[src/rtl/adc_trig_pkg.sv]
package adc_trig_pkg;
  localparam int unsigned NUM_SRC     = 8;   // select codes, code 0 = own flag
  localparam int unsigned CHAN_BITS   = 3;
  localparam int unsigned CONV_TICKS  = 13;  // prescaled periods per conversion
  localparam int unsigned PRESC_RATIO = 2;   // clock cycles per prescaled period

  typedef enum logic [1:0] {
    START_NONE = 2'd0,
    START_SW   = 2'd1,
    START_TRIG = 2'd2
  } start_kind_e;
endpackage

[src/rtl/trig_edge_det.sv]
module trig_edge_det #(
  parameter int unsigned NSRC  = 8,
  parameter int unsigned SEL_W = $clog2(NSRC)
) (
  input  logic             clk,
  input  logic             rst_n,
  input  logic [NSRC-1:0]  src,
  input  logic [SEL_W-1:0] sel,
  output logic             rise
);
  // Every source keeps its own previous sample, so a select switch compares
  // the newly chosen line against its own history.
  logic [NSRC-1:0] prev_q;
  logic [NSRC-1:0] rise_vec;

  always_ff @(posedge clk or negedge rst_n) begin
    if (!rst_n) prev_q <= '0;
    else        prev_q <= src;
  end

  for (genvar g = 0; g < NSRC; g++) begin : g_rise
    assign rise_vec[g] = src[g] & ~prev_q[g];
  end

  assign rise = rise_vec[sel];
endmodule

[src/rtl/conv_prescaler.sv]
module conv_prescaler #(
  parameter int unsigned RATIO = 2
) (
  input  logic clk,
  input  logic rst_n,
  input  logic restart,
  output logic tick
);
  if (RATIO <= 1) begin : g_bypass
    assign tick = 1'b1;
  end else begin : g_div
    localparam int unsigned CW = $clog2(RATIO);
    localparam logic [CW-1:0] LAST = CW'(RATIO - 1);
    logic [CW-1:0] cnt_q;

    always_ff @(posedge clk or negedge rst_n) begin
      if (!rst_n)              cnt_q <= '0;
      else if (restart)        cnt_q <= '0;
      else if (cnt_q == LAST)  cnt_q <= '0;
      else                     cnt_q <= cnt_q + 1'b1;
    end

    assign tick = (cnt_q == LAST);
  end
endmodule

[src/rtl/conv_timer.sv]
module conv_timer #(
  parameter int unsigned TICKS = 13
) (
  input  logic clk,
  input  logic rst_n,
  input  logic start,
  input  logic tick,
  output logic busy,
  output logic done
);
  localparam int unsigned TW = (TICKS > 1) ? $clog2(TICKS) : 1;
  localparam logic [TW-1:0] LAST = TW'(TICKS - 1);

  logic [TW-1:0] cnt_q;
  logic          busy_q;

  assign done = busy_q & tick & (cnt_q == LAST);
  assign busy = busy_q;

  always_ff @(posedge clk or negedge rst_n) begin
    if (!rst_n) begin
      busy_q <= 1'b0;
      cnt_q  <= '0;
    end else if (start) begin
      busy_q <= 1'b1;
      cnt_q  <= '0;
    end else if (done) begin
      busy_q <= 1'b0;
      cnt_q  <= '0;
    end else if (busy_q && tick) begin
      cnt_q  <= cnt_q + 1'b1;
    end
  end
endmodule

[src/rtl/adc_trig_ctrl.sv]
module adc_trig_ctrl
  import adc_trig_pkg::*;
#(
  parameter int unsigned NSRC  = NUM_SRC,
  parameter int unsigned CH_W  = CHAN_BITS,
  parameter int unsigned TICKS = CONV_TICKS,
  parameter int unsigned RATIO = PRESC_RATIO,
  localparam int unsigned SEL_W = $clog2(NSRC)
) (
  input  logic             clk,
  input  logic             rst_n,
  input  logic             sw_start,
  input  logic             auto_en,
  input  logic [SEL_W-1:0] trig_sel,
  input  logic [NSRC-2:0]  trig_in,
  input  logic [CH_W-1:0]  chan_sel,
  input  logic             flag_clr,
  output logic             start_pulse,
  output logic             presc_rst,
  output logic             busy,
  output logic [CH_W-1:0]  act_chan,
  output logic             done_flag
);
  logic            flag_q;
  logic            trig_rise;
  logic            tick;
  logic            conv_busy;
  logic            conv_done;
  logic [CH_W-1:0] chan_q;
  start_kind_e     kind;

  // Source 0 is the completion flag, the rest are external lines.
  trig_edge_det #(.NSRC(NSRC), .SEL_W(SEL_W)) i_edge (
    .clk   (clk),
    .rst_n (rst_n),
    .src   ({trig_in, flag_q}),
    .sel   (trig_sel),
    .rise  (trig_rise)
  );

  // A trigger start outranks a software start of the same cycle: one
  // conversion is launched and the prescaler restart is kept.
  always_comb begin
    kind = START_NONE;
    if (!conv_busy) begin
      if (auto_en && trig_rise) kind = START_TRIG;
      else if (sw_start)        kind = START_SW;
    end
  end

  assign start_pulse = (kind != START_NONE);
  assign presc_rst   = (kind == START_TRIG);

  conv_prescaler #(.RATIO(RATIO)) i_presc (
    .clk     (clk),
    .rst_n   (rst_n),
    .restart (presc_rst),
    .tick    (tick)
  );

  conv_timer #(.TICKS(TICKS)) i_timer (
    .clk   (clk),
    .rst_n (rst_n),
    .start (start_pulse),
    .tick  (tick),
    .busy  (conv_busy),
    .done  (conv_done)
  );

  always_ff @(posedge clk or negedge rst_n) begin
    if (!rst_n)           chan_q <= '0;
    else if (start_pulse) chan_q <= chan_sel;
  end

  always_ff @(posedge clk or negedge rst_n) begin
    if (!rst_n)         flag_q <= 1'b0;
    else if (conv_done) flag_q <= 1'b1;
    else if (flag_clr)  flag_q <= 1'b0;
  end

  assign busy      = conv_busy;
  assign act_chan  = chan_q;
  assign done_flag = flag_q;
endmodule

[config.mk]
export PLATFORM = sky130hd
export DESIGN_NAME = adc_trig_ctrl
export DESIGN_NICKNAME = d
export VERILOG_FILES = /design/src/rtl/adc_trig_pkg.sv /design/src/rtl/trig_edge_det.sv /design/src/rtl/conv_prescaler.sv /design/src/rtl/conv_timer.sv /design/src/rtl/adc_trig_ctrl.sv
export SDC_FILE = /design/constraint.sdc
export NUM_CORES = 1
export LEC_CHECK = 0
export BUFFER_PORTS_ARGS = -buffer_cell sky130_fd_sc_hd__buf_2
export CORE_MARGIN = 3
export CORE_UTILIZATION = 30
export DETAILED_ROUTE_END_ITERATION = 6
export HOLD_SLACK_MARGIN = 0.06
export PLACE_DENSITY_LB_ADDON = 0.1
export SLEW_MARGIN = 20
export SYNTH_ARGS = -nofsm -noshare
export SYNTH_HDL_FRONTEND = slang
export SYNTH_HIERARCHICAL = 1
export SYNTH_SLANG_ARGS = --single-unit
[constraint.sdc]
create_clock -name clk -period 2.7 [get_ports clk]
set_clock_uncertainty 0.15 [all_clocks]
set_input_delay 0.135 -clock clk [delete_from_list [all_inputs] [get_ports clk]]
set_output_delay 0.135 -clock clk [all_outputs]
set_load 0.02 [all_outputs]
# Yosys cells after proc, flatten, opt, wreduce, memory -nomap -nowiden
# Index checks and enable logic that the tools add are counted.
dict set report totals {
  ff_bits 18
  word_cells 49
  in_bits 18
  output_inout_bits 7
}
dict set report classes {
  bitwise_logic 18
  eq_ne 2
  magnitude_cmp 1
  n_mux 14
  addsub 2
  n_reduce_logical 6
}
# op n
set ops {}
lappend ops {{4-bit two-way mux} 3}
lappend ops {{1-bit AND} 10}
lappend ops {{1-bit two-way mux} 8}
lappend ops {{1-bit NOT} 8}
lappend ops {{2-bit nonzero test} 3}
lappend ops {{4-bit by 1-bit adder with 4-bit output, second input constant} 1}
lappend ops {{4-bit equality test, second input constant} 1}
lappend ops {{3-bit by 4-bit < comparator with 1-bit output, second input constant} 1}
lappend ops {{2-bit two-way mux} 2}
lappend ops {{1-bit binary-select mux with 3-bit select} 1}
lappend ops {{3-bit nonzero test} 1}
lappend ops {{2-bit equality test, second input constant} 1}
lappend ops {{1-bit logical AND} 2}
lappend ops {{1-bit adder, second input constant} 1}

# Depth between registers and ports, before layout
# Gate-level depths: netlist of run 1.
dict set report depth {
  word_depth 9
  ltp_mapped 7
  depth_no_buf 7
}

# By module
# Netlist of run 1, hierarchy kept.
# mod seq_area_each_um2 area_per_inst_um2 n_inst cells_each
set by_module_without_submodules {}
lappend by_module_without_submodules {trig_edge_det 200.2 337.8 1 26}
lappend by_module_without_submodules {conv_timer 125.1 265.3 1 29}
lappend by_module_without_submodules {adc_trig_ctrl 100.1 183.9 1 13}
lappend by_module_without_submodules {conv_prescaler 25.0 28.8 1 2}

# Least setup slack after synthesis of run 1
# No wires, ideal clock.
dict set report synth_timing {
  kind {register to register}
  from {register flag_q, in the netlist done_flag}
  to {register chan_q[0], in the netlist act_chan[0]}
  required_ps 2425
  path_stages_with_launch 7
  period_less_slack_ps 2161
  path_slack_ps 539
  path_buffers 0
  arrival_time_ps 1886
  cell_sequence {dfrtp_1 > nor3b_1 > mux4_2 > o2111a_1 > a21oi_2 > nor2_4 > mux2_4}
}
dict set report synth_between {
  elab_chain_len 7
}
# item line_no
set synth_rtl {}
lappend synth_rtl {{start, declared} adc_trig_ctrl.sv:24} ;# logic flag_q;
lappend synth_rtl {{start signal, assigned} adc_trig_ctrl.sv:76} ;# if (!rst_n) flag_q <= 1'b0;
lappend synth_rtl {{start signal, assigned} adc_trig_ctrl.sv:77} ;# else if (conv_done) flag_q <= 1'b1;
lappend synth_rtl {{start signal, assigned} adc_trig_ctrl.sv:78} ;# else if (flag_clr) flag_q <= 1'b0;
lappend synth_rtl {{1-bit AND} trig_edge_det.sv:22} ;# assign rise_vec[g] = src[g] & ~prev_q[g];
lappend synth_rtl {{1-bit binary-select mux with 3-bit select} trig_edge_det.sv:25} ;# assign rise = rise_vec[sel];
lappend synth_rtl {{1-bit two-way mux (not written as such)} trig_edge_det.sv:25}
lappend synth_rtl {{net trig_rise} adc_trig_ctrl.sv:25} ;# logic trig_rise;
lappend synth_rtl {{1-bit logical AND} adc_trig_ctrl.sv:46} ;# if (auto_en && trig_rise) kind = START_TRIG;
lappend synth_rtl {{2-bit two-way mux} adc_trig_ctrl.sv:46}
lappend synth_rtl {{2-bit two-way mux} adc_trig_ctrl.sv:45} ;# if (!conv_busy) begin
lappend synth_rtl {{2-bit nonzero test} adc_trig_ctrl.sv:51} ;# assign start_pulse = (kind != START_NONE);
lappend synth_rtl {{net start_pulse} adc_trig_ctrl.sv:18} ;# output logic start_pulse,
lappend synth_rtl {{end signal, assigned} adc_trig_ctrl.sv:72} ;# else if (start_pulse) chan_q <= chan_sel;
lappend synth_rtl {{end, declared} adc_trig_ctrl.sv:29} ;# logic [CH_W-1:0] chan_q;
# The timed path passes the listed nets, and every way through them passes these cells. The select of a mux whose other input is x is not followed.
# A chain may end at the register's enable or synchronous reset.

# Final worst setup path of run 1
dict set report layout_timing {
  from {input port trig_in[3]}
  to {output port start_pulse}
}
dict set report layout_between {
  elab_chain_len 7
}
# item line_no
set layout_rtl {}
lappend layout_rtl {{start, declared} adc_trig_ctrl.sv:15} ;# input logic [NSRC-2:0] trig_in,
lappend layout_rtl {{1-bit AND} trig_edge_det.sv:22}
lappend layout_rtl {{1-bit binary-select mux with 3-bit select} trig_edge_det.sv:25}
lappend layout_rtl {{1-bit two-way mux (not written as such)} trig_edge_det.sv:25}
lappend layout_rtl {{net trig_rise} adc_trig_ctrl.sv:25}
lappend layout_rtl {{1-bit logical AND} adc_trig_ctrl.sv:46}
lappend layout_rtl {{2-bit two-way mux} adc_trig_ctrl.sv:46}
lappend layout_rtl {{2-bit two-way mux} adc_trig_ctrl.sv:45}
lappend layout_rtl {{2-bit nonzero test} adc_trig_ctrl.sv:51}
lappend layout_rtl {{end, declared} adc_trig_ctrl.sv:18}
# The timed path passes the listed nets, and every way through them passes these cells. The select of a mux whose other input is x is not followed.

==> results of run 1 <==
## worst max path at each step
stage                       end  depth (start not counted)
detailed placement  act_chan[0]                          6
global placement    act_chan[1]                          6
global route        start_pulse                          8
CTS                 start_pulse                          8
finish              start_pulse                          8
floorplan           act_chan[0]                          6
## synth_stat cells
cell        n  area, um2
inv_2       1       3.75
mux2_4      3       45.0
nor4b_1     1       8.76
nand2_1     5       18.8
ha_1        2       25.0
o21ai_0     4       20.0
nand2b_1    1       6.26
dfrtp_1    18        450
a31oi_1     2       12.5
a311o_2     1       11.3
a21oi_1     6       30.0
inv_1       4       15.0
nand4b_1    1       8.76
a21oi_2     1       8.76
o2111a_1    1       11.3
nor2_1      4       15.0
a21o_1      1       7.51
nor2b_1     4       25.0
nand3_1     2       10.0
or4_1       1       7.51
mux4_2      1       22.5
mux2i_1     1       10.0
a2111oi_0   1       8.76
nor3b_1     3       22.5
nor2_4      1       11.3
## per-layer routing
metal | vias to the layer above | global-route usage | wire length (um)
met5 | - | 0 | 0
met4 | 0 | 0.0762 | 14
met3 | 2 | 0.0290 | 127
met2 | 21 | 0.144 | 708
met1 | 309 | 0.153 | 827
li1 | 333 | - | -
## sequential cells by signal (all words and copies together), names as in the netlist
signal / cells
act_chan: 3
i_timer/busy: 1
done_flag: 1
i_timer/cnt_q: 4
i_presc/tick: 1
i_edge/prev_q: 8
## timing repair
item	4_1_cts	5_1_grt
endpoints found under the hold margin	30	0
hold buffers	13	0
endpoints found under the setup margin	0	0
resized for setup	0	0
## logic make-up after synthesis
| kind of cell | after synthesis | share of synthesized area |
|---|---|---|
| compound gates | 17 | 0.135 |
| fa+ha+maj | 2 | 0.0307 |
| buf+inv | 5 | 0.0230 |
| flops | 18 | 0.552 |
| mux | 5 | 0.0951 |
| simple gates | 23 | 0.164 |
## final cells by class
type | count | area share
Tap cell | 30 | 0.0329
Multi-Input combinational cell | 47 | 0.304
Timing Repair Buffer | 37 | 0.220
Sequential cell | 18 | 0.395
Clock buffer | 4 | 0.0318
Inverter | 5 | 0.0165
## report_power, final
group	switching (W)	internal [W]
Sequential	0.0000694	0.000339
Combinational	0.000160	0.000151
Clock	0.0000830	0.0000820
Total	0.000313	0.000572
## per-stage QoR
| step | power, W | hold slack [ps] | cell area, um2 | worst slack (ps) |
|---|---|---|---|---|
| global placement | 0.000708 | -55.3 | 973 | 622 |
| finish | 0.000885 | 148 | 1140 | 311 |
| floorplan | 0.000612 | -311 | 816 | 539 |
| global route | 0.000948 | 184 | 1140 | 228 |
| CTS | 0.000896 | 146 | 1140 | 306 |
| detailed placement | 0.000712 | -56.8 | 973 | 582 |
## worst max-delay path: stages
cell and delay (ps):
dlygate4sd3_1 530, buf_2 130, nor3b_1 140, mux4_2 450, o2111a_1 270, a21oi_2 170, nor2_4 90, buf_2 180
==> impl_metrics.tcl, run 1 <==
set metrics [dict create \
    numCtsBuffers 3 \
    start_util 0.323 \
    relSlewSlack 0.729 \
    final_cell_mix "buf_2 (24), dfrtp_1 (18), dlygate4sd3_1 (13), a21oi_1 (6), nand2_1 (5)" \
    p_leak_nw 0.533 \
    chipHeight_um 58.1 \
    yosysSeqAreaShare 0.552 \
    antenna_found_initial 0 \
    final_core_util 0.452 \
    root_buffer "clkbuf_4" \
    finalSetupTns_ps 0 \
    multiInputGateArea_um2 347 \
    fin_crit_ps 2390 \
    ant_nets 0 \
    regArea_um2 450 \
    dp.cells 124 \
    ios 25 \
    hold_path_class "input pin to async pin" \
    grt_first_pass_wirelength_mm 2.73 \
    r2r_start "done_flag" \
    cp.required_ps 2410 \
    rows 18 \
    area_growth_pct 39.7 \
    drt_first_iter_violations 31 \
    grt-ovfl-total 0 \
    start_kind "input pin" \
    clock.fmax_mhz 419 \
    htree_num_levels 1 \
    peakVddDrop_mv 0.421 \
    syn_inst 70 \
    grt_pass1_vias 602 \
    period_share 0.885 \
    worst_slew_pin_slew_ps 406 \
    rsz0062_at_grt "no" \
    setup_viol 0 \
    pwr_density_cell_mw_per_mm2 776 \
    grt_usage 0.109 \
    place_congestion 0.797 \
    cts_tree "yes" \
    die_area_mm2 0.00338 \
    cts_buffer_depth 2 \
    clk_latency_ps 290 \
    num_vias 665 \
    synth_seq_cells 18 \
    synth_fp_nets 90 \
    rr_endpoint "act_chan[2]" \
    critPathArrivalTime_ps 2100 \
    post_cts_buffers 0 \
    num-fill-cells 245 \
    clkTransAtPathRegs_ps 100 \
    syn_area_um2 816 \
    final_common_cell "buf_2" \
    rr_worst_depth 6 \
    grt_max_degree 19 \
    path_class "input pin to output port" \
    r2r_setup_slack_ps 590 \
    totalWireLength_mm 1.68 \
    drive_gt1_frac 0.324 \
    antennaDiodeCount 0 \
    dp.final_hpwl_mm 1.19 \
    status "completed" \
    core_mm2 0.00252 \
    dr.pass1.iters 4 \
    crit_path_end_kind "output port" \
    nets 132 \
    synth.distinct_cells 25 \
    cp_max_fo 9 \
    crit_start "trig_in[3]" \
    drv_cap 0 \
    avgSynthCellArea_um2 11.7 \
    fin_cells 141 \
    viasPerCell 4.72 \
    final-max-slew-violation-count 0 \
    cts.sinks 18 \
    die_w_um 58.1 \
    yosys_warnings 6 \
    numPortBuffers 24 \
    hold_viol_final 0 \
    avgRoutedWirePerCell_um 11.9 \
    drc 0 \
]
Power figures use the tool's default switching activity.
==> inputs of run 2 (changes only) <==
--- a/config.mk
+++ b/config.mk
@@ -6,7 +6,6 @@
 export NUM_CORES = 1
 export LEC_CHECK = 0
 export BUFFER_PORTS_ARGS = -buffer_cell sky130_fd_sc_hd__buf_2
-export CORE_MARGIN = 3
 export CORE_UTILIZATION = 30
 export DETAILED_ROUTE_END_ITERATION = 6
 export HOLD_SLACK_MARGIN = 0.06
==> run 2 against run 1 <==
  * Largest cell class unchanged
  * Register-to-register slack about the same
  * Final area is the same
  * Largest power group unchanged
  * Flip-flop and latch count is the same
  * Clock power barely moved
  * Critical endpoint unchanged
==> impl_metrics.tcl, run 2 (same netlist as run 1, synthesis figures left out) <==
set metrics [dict create \
    area_growth_pct 39.7 \
    drc 0 \
    totalWireLength_mm 1.66 \
    post_cts_resize_count 0 \
    ant_nets 0 \
    avgRoutedWirePerCell_um 11.8 \
    num_vias 650 \
    largest_register_ffs 8 \
    grt_first_pass_wirelength_mm 2.70 \
    antennaDiodeCount 0 \
    critical_path_depth 8 \
    htree_num_levels 1 \
    cts_buffer_depth 2 \
    antenna_found_initial 0 \
    cts.sinks 18 \
    start_kind "input pin" \
    critPathMostFrequentCell "buf_2" \
    final_cell_mix "buf_2 (24), dfrtp_1 (18), dlygate4sd3_1 (13), a21oi_1 (6), nand2_1 (5)" \
    top_register "i_edge/prev_q" \
    final-max-slew-violation-count 0 \
    final_area_mm2 0.00114 \
    nets 132 \
    grt_pass1_vias 585 \
    grt_usage 0.134 \
    peakVddDrop_mv 0.513 \
    clkTransAtPathRegs_ps 100 \
    cp.required_ps 2410 \
    numCtsBuffers 3 \
    fin_crit_ps 2380 \
    num-fill-cells 251 \
    die_area_mm2 0.00293 \
    cp_slowest_stage_delay_ps 530 \
    placed_area_um2 973 \
    post_cts_buffers 0 \
    rsz0062_at_grt "no" \
    path_buf_inv 3 \
    rows 18 \
    drv_cap 0 \
    cp_max_fo 9 \
    drt_first_iter_violations 9 \
    clk_latency_ps 290 \
    drive_gt1_frac 0.324 \
    grt-ovfl-total 0 \
    relSlewSlack 0.730 \
    grt_max_degree 19 \
    fin_cells 141 \
    core_mm2 0.00252 \
    slowest_stage "dlygate4sd3_1" \
    cts_hold_buf 13 \
    critPathArrivalTime_ps 2100 \
    finalSetupTns_ps 0 \
    crit_chain "dlygate4sd3_1 > buf_2 > nor2b_1 > mux4_2 > o2111a_1 > a21oi_2 > nor2_4 > buf_2" \
    start_util 0.323 \
    dr.pass1.iters 3 \
    cts_tree "yes" \
    critPathTopFamily "buffers and inverters" \
    chipHeight_um 54.1 \
    worst_slew_pin_slew_ps 405 \
    period_share 0.882 \
    dp.cells 124 \
    pwr_density_cell_mw_per_mm2 775 \
    path_class "input pin to output port" \
    place_congestion 0.708 \
    viasPerCell 4.61 \
    setup_viol 0 \
    ios 25 \
    rr_worst_depth 6 \
    root_buffer "clkbuf_4" \
    final_common_cell "buf_2" \
    clock.fmax_mhz 420 \
    hold_viol_final 0 \
    numPortBuffers 24 \
    p_leak_nw 0.533 \
    die_w_um 54.1 \
    hold_path_class "input pin to async pin" \
    crit_path_end_kind "output port" \
    status "completed" \
]
==> run 2: cell counts in the layout (fill, tap and decap cells not counted) <==
Identical to the previous run, type by type.
==> run 2: through the flow <==
stage	hold WS, ps	total power [W]	utilization	setup WS, ps
2_1_floorplan	-311	0.000612	-	539
3_3_place_gp	-56.5	0.000707	0.386	621
3_5_place_dp	-55.1	0.000712	0.386	591
4_1_cts	157	0.000899	0.452	308
5_1_grt	167	0.000959	0.452	195
6_report	141	0.000884	0.452	318
==> run 2: worst paths after layout <==
check	slack (ps)	startpoint	to
max in group asynchronous	1970	rst_n	i_presc/tick
min in group clk	140	sw_start	i_timer/cnt_q[2]
worst max register to register	590	done_flag	act_chan[2]
worst min register to register	290	done_flag	i_edge/prev_q[0]
worst min-delay path	140	rst_n	i_edge/prev_q[4]
worst max-delay path	320	trig_in[5]	start_pulse
==> run 2: per-layer routing <==
metal	wire, um	up-vias	global-route usage
met1	856	292	0.183
met3	113	2	0.0593
li1	-	334	-
met5	0	-	0
met2	674	22	0.191
met4	15	0	0.0385
==> run 2: area by class of cell <==
cell class,instances,area (um2),area share
timing repair buffer,37,250,0.220
sequential,18,450,0.395
inverter,5,18.8,0.0165
clock buffer,4,36.3,0.0318
tap,30,37.5,0.0329
multi-input combinational,47,347,0.304
==> run 2: where the power goes <==
| part | total [W] | switching [W] | internal [W] | leakage, nW |
|---|---|---|---|---|
| Clock | 0.000166 | 0.0000840 | 0.0000821 | 0.0210 |
| Sequential | 0.000407 | 0.0000687 | 0.000339 | 0.218 |
| Combinational | 0.000310 | 0.000158 | 0.000152 | 0.294 |
